### config.mk
export PLATFORM = sky130hd
export DESIGN_NAME = tmr_trig_counter
export DESIGN_NICKNAME = d
export VERILOG_FILES = /design/src/rtl/tmr_trig_pkg.sv /design/src/rtl/tmr_pin_conditioner.sv /design/src/rtl/tmr_trig_mux.sv /design/src/rtl/tmr_up_counter.sv /design/src/rtl/tmr_trig_counter.sv
export SDC_FILE = /design/constraint.sdc
export NUM_CORES = 1
export LEC_CHECK = 0
export ABC_AREA = 1
export CELL_PAD_IN_SITES_DETAIL_PLACEMENT = 1
export CELL_PAD_IN_SITES_GLOBAL_PLACEMENT = 1
export CORE_ASPECT_RATIO = 0.5
export CORE_UTILIZATION = 37
export DETAILED_ROUTE_END_ITERATION = 7
export GPL_ROUTABILITY_DRIVEN = 0
export GPL_TIMING_DRIVEN = 0
export HOLD_SLACK_MARGIN = 0.08
export PLACE_DENSITY = 0.8
export SLEW_MARGIN = 30
export SYNTH_ARGS = -nofsm -noshare
export SYNTH_HDL_FRONTEND = slang
export SYNTH_SLANG_ARGS = --single-unit
export TNS_END_PERCENT = 1
### constraint.sdc
create_clock -name clk -period 2.4 [get_ports clk]
set_clock_uncertainty 0.2 [all_clocks]
set_input_delay 0.6 -clock clk [delete_from_list [all_inputs] [get_ports clk]]
set_output_delay 0.6 -clock clk [all_outputs]
set_load 0.05 [all_outputs]
### src/rtl/tmr_trig_pkg.sv
package tmr_trig_pkg;

    localparam int CNT_W   = 16;
    localparam int FILT_W  = 4;
    localparam int ITR_N   = 4;
    localparam int FCNT_W  = FILT_W + 1;

    typedef enum logic [2:0] {
        MODE_INTCLK = 3'b000,
        MODE_EXTCLK = 3'b111
    } cnt_mode_e;

    typedef enum logic [2:0] {
        SRC_PIN1_ANY  = 3'b100,
        SRC_PIN1_FILT = 3'b101,
        SRC_PIN2_FILT = 3'b110,
        SRC_NONE      = 3'b111
    } trig_src_e;

    localparam logic [1:0] CH2_MAP_PIN2 = 2'b01;

    typedef struct packed {
        logic              falling;
        logic [FILT_W-1:0] code;
    } pin_cfg_t;

    typedef struct packed {
        logic active_edge;
        logic any_edge;
    } pin_evt_t;

    function automatic logic [FCNT_W-1:0] filt_limit(input logic [FILT_W-1:0] code);
        return {code, 1'b0};
    endfunction

endpackage

### src/rtl/tmr_pin_conditioner.sv
module tmr_pin_conditioner
    import tmr_trig_pkg::*;
#(
    parameter int SYNC_STAGES = 2
) (
    input  logic     clk,
    input  logic     rst,
    input  logic     pin,
    input  pin_cfg_t cfg,
    output pin_evt_t evt
);
    logic [SYNC_STAGES-1:0] sync_q;
    logic                   sync_lvl;
    logic                   filt_q;
    logic                   filt_prev_q;
    logic                   pol_lvl;
    logic                   pol_prev;
    logic [FCNT_W-1:0]      run_cnt_q;

    always_ff @(posedge clk) begin
        if (rst) sync_q <= '0;
        else     sync_q <= {sync_q[SYNC_STAGES-2:0], pin};
    end
    assign sync_lvl = sync_q[SYNC_STAGES-1];

    always_ff @(posedge clk) begin
        if (rst) begin
            filt_q    <= 1'b0;
            run_cnt_q <= '0;
        end else if (cfg.code == '0) begin
            filt_q    <= sync_lvl;
            run_cnt_q <= '0;
        end else if (sync_lvl != filt_q) begin
            if (run_cnt_q == filt_limit(cfg.code) - FCNT_W'(1)) begin
                filt_q    <= sync_lvl;
                run_cnt_q <= '0;
            end else begin
                run_cnt_q <= run_cnt_q + FCNT_W'(1);
            end
        end else begin
            run_cnt_q <= '0;
        end
    end

    always_ff @(posedge clk) begin
        if (rst) filt_prev_q <= 1'b0;
        else     filt_prev_q <= filt_q;
    end

    assign pol_lvl  = filt_q ^ cfg.falling;
    assign pol_prev = filt_prev_q ^ cfg.falling;

    assign evt.active_edge = pol_lvl & ~pol_prev;
    assign evt.any_edge    = filt_q ^ filt_prev_q;

    assert_filter_source_R6: assert property (@(posedge clk) disable iff (rst)
        !$stable(filt_q) |-> filt_q == $past(sync_lvl));

    assert_zero_filter_R6: assert property (@(posedge clk) disable iff (rst)
        (cfg.code == '0) |=> filt_q == $past(sync_lvl));

endmodule

### src/rtl/tmr_trig_mux.sv
module tmr_trig_mux
    import tmr_trig_pkg::*;
(
    input  logic             clk,
    input  logic             rst,
    input  logic [2:0]       sel,
    input  logic [ITR_N-1:0] itr_in,
    input  pin_evt_t         evt1,
    input  pin_evt_t         evt2,
    input  logic             ch2_routed,
    output logic             trig
);
    logic [ITR_N-1:0] itr_prev_q;
    logic [ITR_N-1:0] itr_rise;

    always_ff @(posedge clk) begin
        if (rst) itr_prev_q <= '0;
        else     itr_prev_q <= itr_in;
    end

    generate
        for (genvar k = 0; k < ITR_N; k++) begin : g_itr
            assign itr_rise[k] = itr_in[k] & ~itr_prev_q[k];
        end
    endgenerate

    always_comb begin
        trig = 1'b0;
        if (!sel[2]) begin
            trig = itr_rise[sel[1:0]];
        end else begin
            case (sel)
                SRC_PIN1_ANY:  trig = evt1.any_edge;
                SRC_PIN1_FILT: trig = evt1.active_edge;
                SRC_PIN2_FILT: trig = evt2.active_edge & ch2_routed;
                default:       trig = 1'b0;
            endcase
        end
    end

    assert_none_code_R4: assert property (@(posedge clk) disable iff (rst)
        (sel == SRC_NONE) |-> !trig);

    assert_ch2_gate_R7: assert property (@(posedge clk) disable iff (rst)
        (!ch2_routed && sel == SRC_PIN2_FILT) |-> !trig);

endmodule

### src/rtl/tmr_up_counter.sv
module tmr_up_counter
    import tmr_trig_pkg::*;
(
    input  logic             clk,
    input  logic             rst,
    input  logic [2:0]       mode,
    input  logic             run,
    input  logic             trig,
    input  logic             clr,
    output logic [CNT_W-1:0] count,
    output logic             flag
);
    logic step;

    always_comb begin
        step = 1'b0;
        if (run) begin
            case (mode)
                MODE_INTCLK: step = 1'b1;
                MODE_EXTCLK: step = trig;
                default:     step = 1'b0;
            endcase
        end
    end

    always_ff @(posedge clk) begin
        if (rst)       count <= '0;
        else if (step) count <= count + CNT_W'(1);
    end

    always_ff @(posedge clk) begin
        if (rst)       flag <= 1'b0;
        else if (trig) flag <= 1'b1;
        else if (clr)  flag <= 1'b0;
    end

    assert_hold_idle_R2: assert property (@(posedge clk) disable iff (rst)
        !run |=> count == $past(count));

    assert_ext_step_R3: assert property (@(posedge clk) disable iff (rst)
        (mode == MODE_EXTCLK && run && trig) |=> count == $past(count) + CNT_W'(1));

    assert_ext_hold_R3: assert property (@(posedge clk) disable iff (rst)
        (mode == MODE_EXTCLK && !trig) |=> $stable(count));

    assert_other_mode_hold_R11: assert property (@(posedge clk) disable iff (rst)
        (mode != MODE_EXTCLK && mode != MODE_INTCLK) |=> $stable(count));

    assert_flag_set_R9: assert property (@(posedge clk) disable iff (rst)
        trig |=> flag);

endmodule

### src/rtl/tmr_trig_counter.sv
module tmr_trig_counter
    import tmr_trig_pkg::*;
(
    input  logic              clk,
    input  logic              rst,
    input  logic [2:0]        cfg_mode,
    input  logic [2:0]        cfg_trig_sel,
    input  logic [1:0]        cfg_ch2_map,
    input  logic              cfg_pol1,
    input  logic              cfg_pol2,
    input  logic [FILT_W-1:0] cfg_filt1,
    input  logic [FILT_W-1:0] cfg_filt2,
    input  logic              cfg_run,
    input  logic              flag_clr,
    input  logic [ITR_N-1:0]  itr_in,
    input  logic              pin1,
    input  logic              pin2,
    output logic [CNT_W-1:0]  count,
    output logic              trig_flag
);
    pin_cfg_t cfg1, cfg2;
    pin_evt_t evt1, evt2;
    logic     trig;

    assign cfg1 = '{falling: cfg_pol1, code: cfg_filt1};
    assign cfg2 = '{falling: cfg_pol2, code: cfg_filt2};

    tmr_pin_conditioner #(.SYNC_STAGES(2)) u_pin1 (
        .clk(clk), .rst(rst), .pin(pin1), .cfg(cfg1), .evt(evt1)
    );

    tmr_pin_conditioner #(.SYNC_STAGES(2)) u_pin2 (
        .clk(clk), .rst(rst), .pin(pin2), .cfg(cfg2), .evt(evt2)
    );

    tmr_trig_mux u_mux (
        .clk(clk), .rst(rst), .sel(cfg_trig_sel), .itr_in(itr_in),
        .evt1(evt1), .evt2(evt2), .ch2_routed(cfg_ch2_map == CH2_MAP_PIN2),
        .trig(trig)
    );

    tmr_up_counter u_cnt (
        .clk(clk), .rst(rst), .mode(cfg_mode), .run(cfg_run), .trig(trig),
        .clr(flag_clr), .count(count), .flag(trig_flag)
    );

endmodule

==> run summary <==
The pin count of the biggest net entering global routing came out at 13. The final count of pins violating max slew came out at 0. The number of hold violations in the final report is 0. Setup repair after global routing could not meet its margin everywhere. For this run, design rule violations remaining after detail routing come to 0. The cell area after technology mapping came out at 2170 um2. The maximum root-to-sink buffer count came out at 2. The startpoint identified for the worst register-to-register timing path is u_pin1.filt_q. The number of synthesized flops with an enable pin came out at 0. The peak per-stage delay on the critical path came out at 0.85 ns. The clock tree root driver cell is sky130_fd_sc_hd__clkbuf_16. In this run the tightest slew margin relative to its limit is 0.508. The total power is approximately 1700 uW. The fraction of the cycle the final worst path needs is 0.982. The worst setup path is of the flop to primary output kind. The number of buffers added for setup after CTS came out at 0. The average instance area after synthesis came out at 7.48 um2. The maximum level of the CTS H-tree came out at 2. The number of antenna repair diodes came out at 0. The via count of the first global-routing pass came out at 2046. The number of antenna violations at the first check in global routing is 0. The count of distinct cell types in the synthesized netlist is 28. The worst ir drop on vdd is 0.257 mV. The power per unit of standard cell area is 583 nW/um2. The post-route cell area is 2920 um2. The first detailed-routing pass took 4 iterations. The clock buffer count from CTS is 5. The count of nets after finishing came out at 372. After routing, the total negative slack on setup checks comes to 0 ns. The post-DP HPWL came out at slightly below 4000 um. The share of final-layout standard cells stronger than drive strength 1 came out at 0.141. The arrival time at the worst endpoint is around 1.6 ns. The total global routing track utilization is 0.196.

The first-pass GRT wire length is 9290 um. The detailed-route vias per instance came out at 4.83. The cell type of the slowest stage on the worst timing path is sky130_fd_sc_hd__clkdlybuf4s50_1. Yosys printed 0 warnings. The overall overflow remaining after global route came out at 0. Leaving out fill and tap cells, the most frequent cells in the layout are 39 x sky130_fd_sc_hd__inv_1, 39 x sky130_fd_sc_hd__nor2_1, 39 x sky130_fd_sc_hd__dfxtp_1. For this configuration, the core starts out at a cell density of 0.390. The critical path goes through clkdlybuf4s50_1. The die footprint is 6190 um2.

The most critical setup path has its startpoint at u_cnt.count[11]. In this design, the largest share of critical-path delay is due to buffers and inverters. The register bit total from synthesis is 39. After detailed routing, the total wire length is 5480 um.

For the worst-skew pair, the clock arrives at the later sink with an insertion delay of 0.29 ns. By area the synthesized netlist is led by sky130_fd_sc_hd__dfxtp_1 36%, sky130_fd_sc_hd__nand3_1 8.3%, sky130_fd_sc_hd__xor2_1 7.7%. The area share of the largest cell type after synthesis came out at 0.360. The kind of capture point of the worst setup path is a primary output.

The post-route worst hold slack is 0.204 ns. In the synthesized netlist the dominant register cell turns out to be sky130_fd_sc_hd__dfxtp_1. The cell leakage power is between 0.001 and 0.0015 uW. TritonCTS built the clock tree.

The worst path needs around 2.4 ns of the cycle, external delays included. The setup violation total in the final timing report is 0. The worst setup path is launched from a flop.

The vias after detailed routing is 1993. The number of nets in the synthesized netlist is 323. In this run the worst hold path is classified as flop to flop. 45 I/O pins were placed. The final antenna-violating net count is 0. The achievable frequency came out at 0.424 GHz. The worst-path maximum fanout came out at 5. The final cell utilization of the core came out at 0.525. The standard cell core area came out at 5560 um2. After technology mapping, the gate count stands at 290. The number of max-cap violations is 0. The die height is about 56 um. The number of placement rows came out at 19.

Buffers inserted to repair hold after CTS numbered 0. At the worst endpoint, the required time is 1.60 ns. At the pin with the least slew margin, the transition time is 0.737 ns. The register area share after synthesis is 0.360. The clock sink total is 39. The top cell type by total area after synthesis is sky130_fd_sc_hd__dfxtp_1.

The number of port buffers is 42. The detailed router finished its first iteration with 32 violations. The number of buffers and inverters on the critical path came out at 1. The horizontal extent of the die came out at 110 um. After synthesis, the share of flip-flops with an asynchronous set or reset is 0.

The CTS clock-pin slew for the worst setup and hold paths came out at 0.06 ns. The startpoint of the most critical hold path is u_pin1.sync_q[0]. The post-detailed-placement cell area came out at 2680 um2. The flow ran to the end, and the final reports show no timing, DRC or antenna violations. The area growth from synthesis to final layout is 34.7%. Dividing the detail-routed wire length by the instance count gives about 13 um.
## power breakdown
| group | total [uW] | internal, uW | switching, uW |
|---|---|---|---|
| sequential | 669 | 660 | 8.73 |
| clock | 866 | 596 | 270 |
| combinational | 169 | 80.1 | 88.6 |
| total | 1700 | 1340 | 367 |
## layer usage
metal	track usage	vias up	wire, um
met3	0.0492	12	136
met5	0	-	0
met1	0.216	945	2260
met2	0.359	23	2970
met4	0.0771	0	102
li1	-	1013	-
## state kept, by name, indices dropped and copies added (netlist names)
signal,cells
u_pin2.filt_prev_q,1
u_pin1.sync_q,2
u_pin2.run_cnt_q,5
u_pin2.filt_q,1
u_pin2.sync_q,2
u_pin1.filt_q,1
u_pin1.run_cnt_q,5
u_cnt.flag,1
u_cnt.count,16
u_mux.itr_prev_q,4
u_pin1.filt_prev_q,1
## worst register-to-register path, cell delays in order (launching register included)
cell                      delay (ns)
sky130_fd_sc_hd__dfxtp_1        0.44
sky130_fd_sc_hd__inv_2          0.09
sky130_fd_sc_hd__nor2_1         0.12
sky130_fd_sc_hd__nor2_1         0.06
sky130_fd_sc_hd__nor2_1         0.09
sky130_fd_sc_hd__nand2_1        0.07
sky130_fd_sc_hd__nand2_2        0.08
sky130_fd_sc_hd__nand2_2        0.06
sky130_fd_sc_hd__nand2_4        0.13
sky130_fd_sc_hd__buf_6          0.16
sky130_fd_sc_hd__nand3_1        0.11
sky130_fd_sc_hd__a21oi_2        0.20
## repair_timing
item	in CTS	in global routing
setup endpoints to repair	4	17
pin swaps	0	3
gates resized for setup	4	13
## through the flow
stage,setup WS (ns),cells
6_report,0.0427,413
5_1_grt,-0.0135,413
4_1_cts,0.00256,413
3_5_place_dp,-0.293,405
3_3_place_gp,-0.164,405
2_1_floorplan,0.355,290
## Yosys cell counts (5+ instances only)
| cell type | number |
|---|---|
| sky130_fd_sc_hd__nor2_1 | 40 |
| sky130_fd_sc_hd__nand3_1 | 36 |
| sky130_fd_sc_hd__dfxtp_1 | 39 |
| sky130_fd_sc_hd__a21oi_2 | 10 |
| sky130_fd_sc_hd__ha_1 | 5 |
| sky130_fd_sc_hd__inv_1 | 39 |
| sky130_fd_sc_hd__nand2_1 | 37 |
| sky130_fd_sc_hd__nand2_2 | 12 |
| sky130_fd_sc_hd__xor2_1 | 19 |
| sky130_fd_sc_hd__xnor2_1 | 9 |
| sky130_fd_sc_hd__a21oi_1 | 10 |
## final cells by class
type                            instances  area (um2)
Clock inverter                          2        60.1
Buffer                                  7        53.8
Inverter                               41         154
Clock buffer                            6         129
Tap cell                               73        91.3
Multi-Input combinational cell        203        1230
Timing Repair Buffer                   42         427
Fill cell                             696        2640
Sequential cell                        39         781
## cells by family (layout without fill, tap and decap cells)
kind of cell	Yosys count	count (layout)	synth area share
simple gates	142	142	0.314
buf+inv	48	98	0.0957
flops	39	39	0.360
compound gates	28	28	0.0882
xor+xnor	28	28	0.113
fa+ha+maj	5	5	0.0288
## final timing paths
path | to | slack, ns | cells after the start
max | count[11] | 0.04 | 1
min | u_pin1.sync_q[1] | 0.20 | 2
max reg2reg | u_cnt.count[10] | 0.49 | 11
min reg2reg | u_pin1.sync_q[1] | 0.20 | 2
Note: power is estimated with default switching activity, not from simulation.
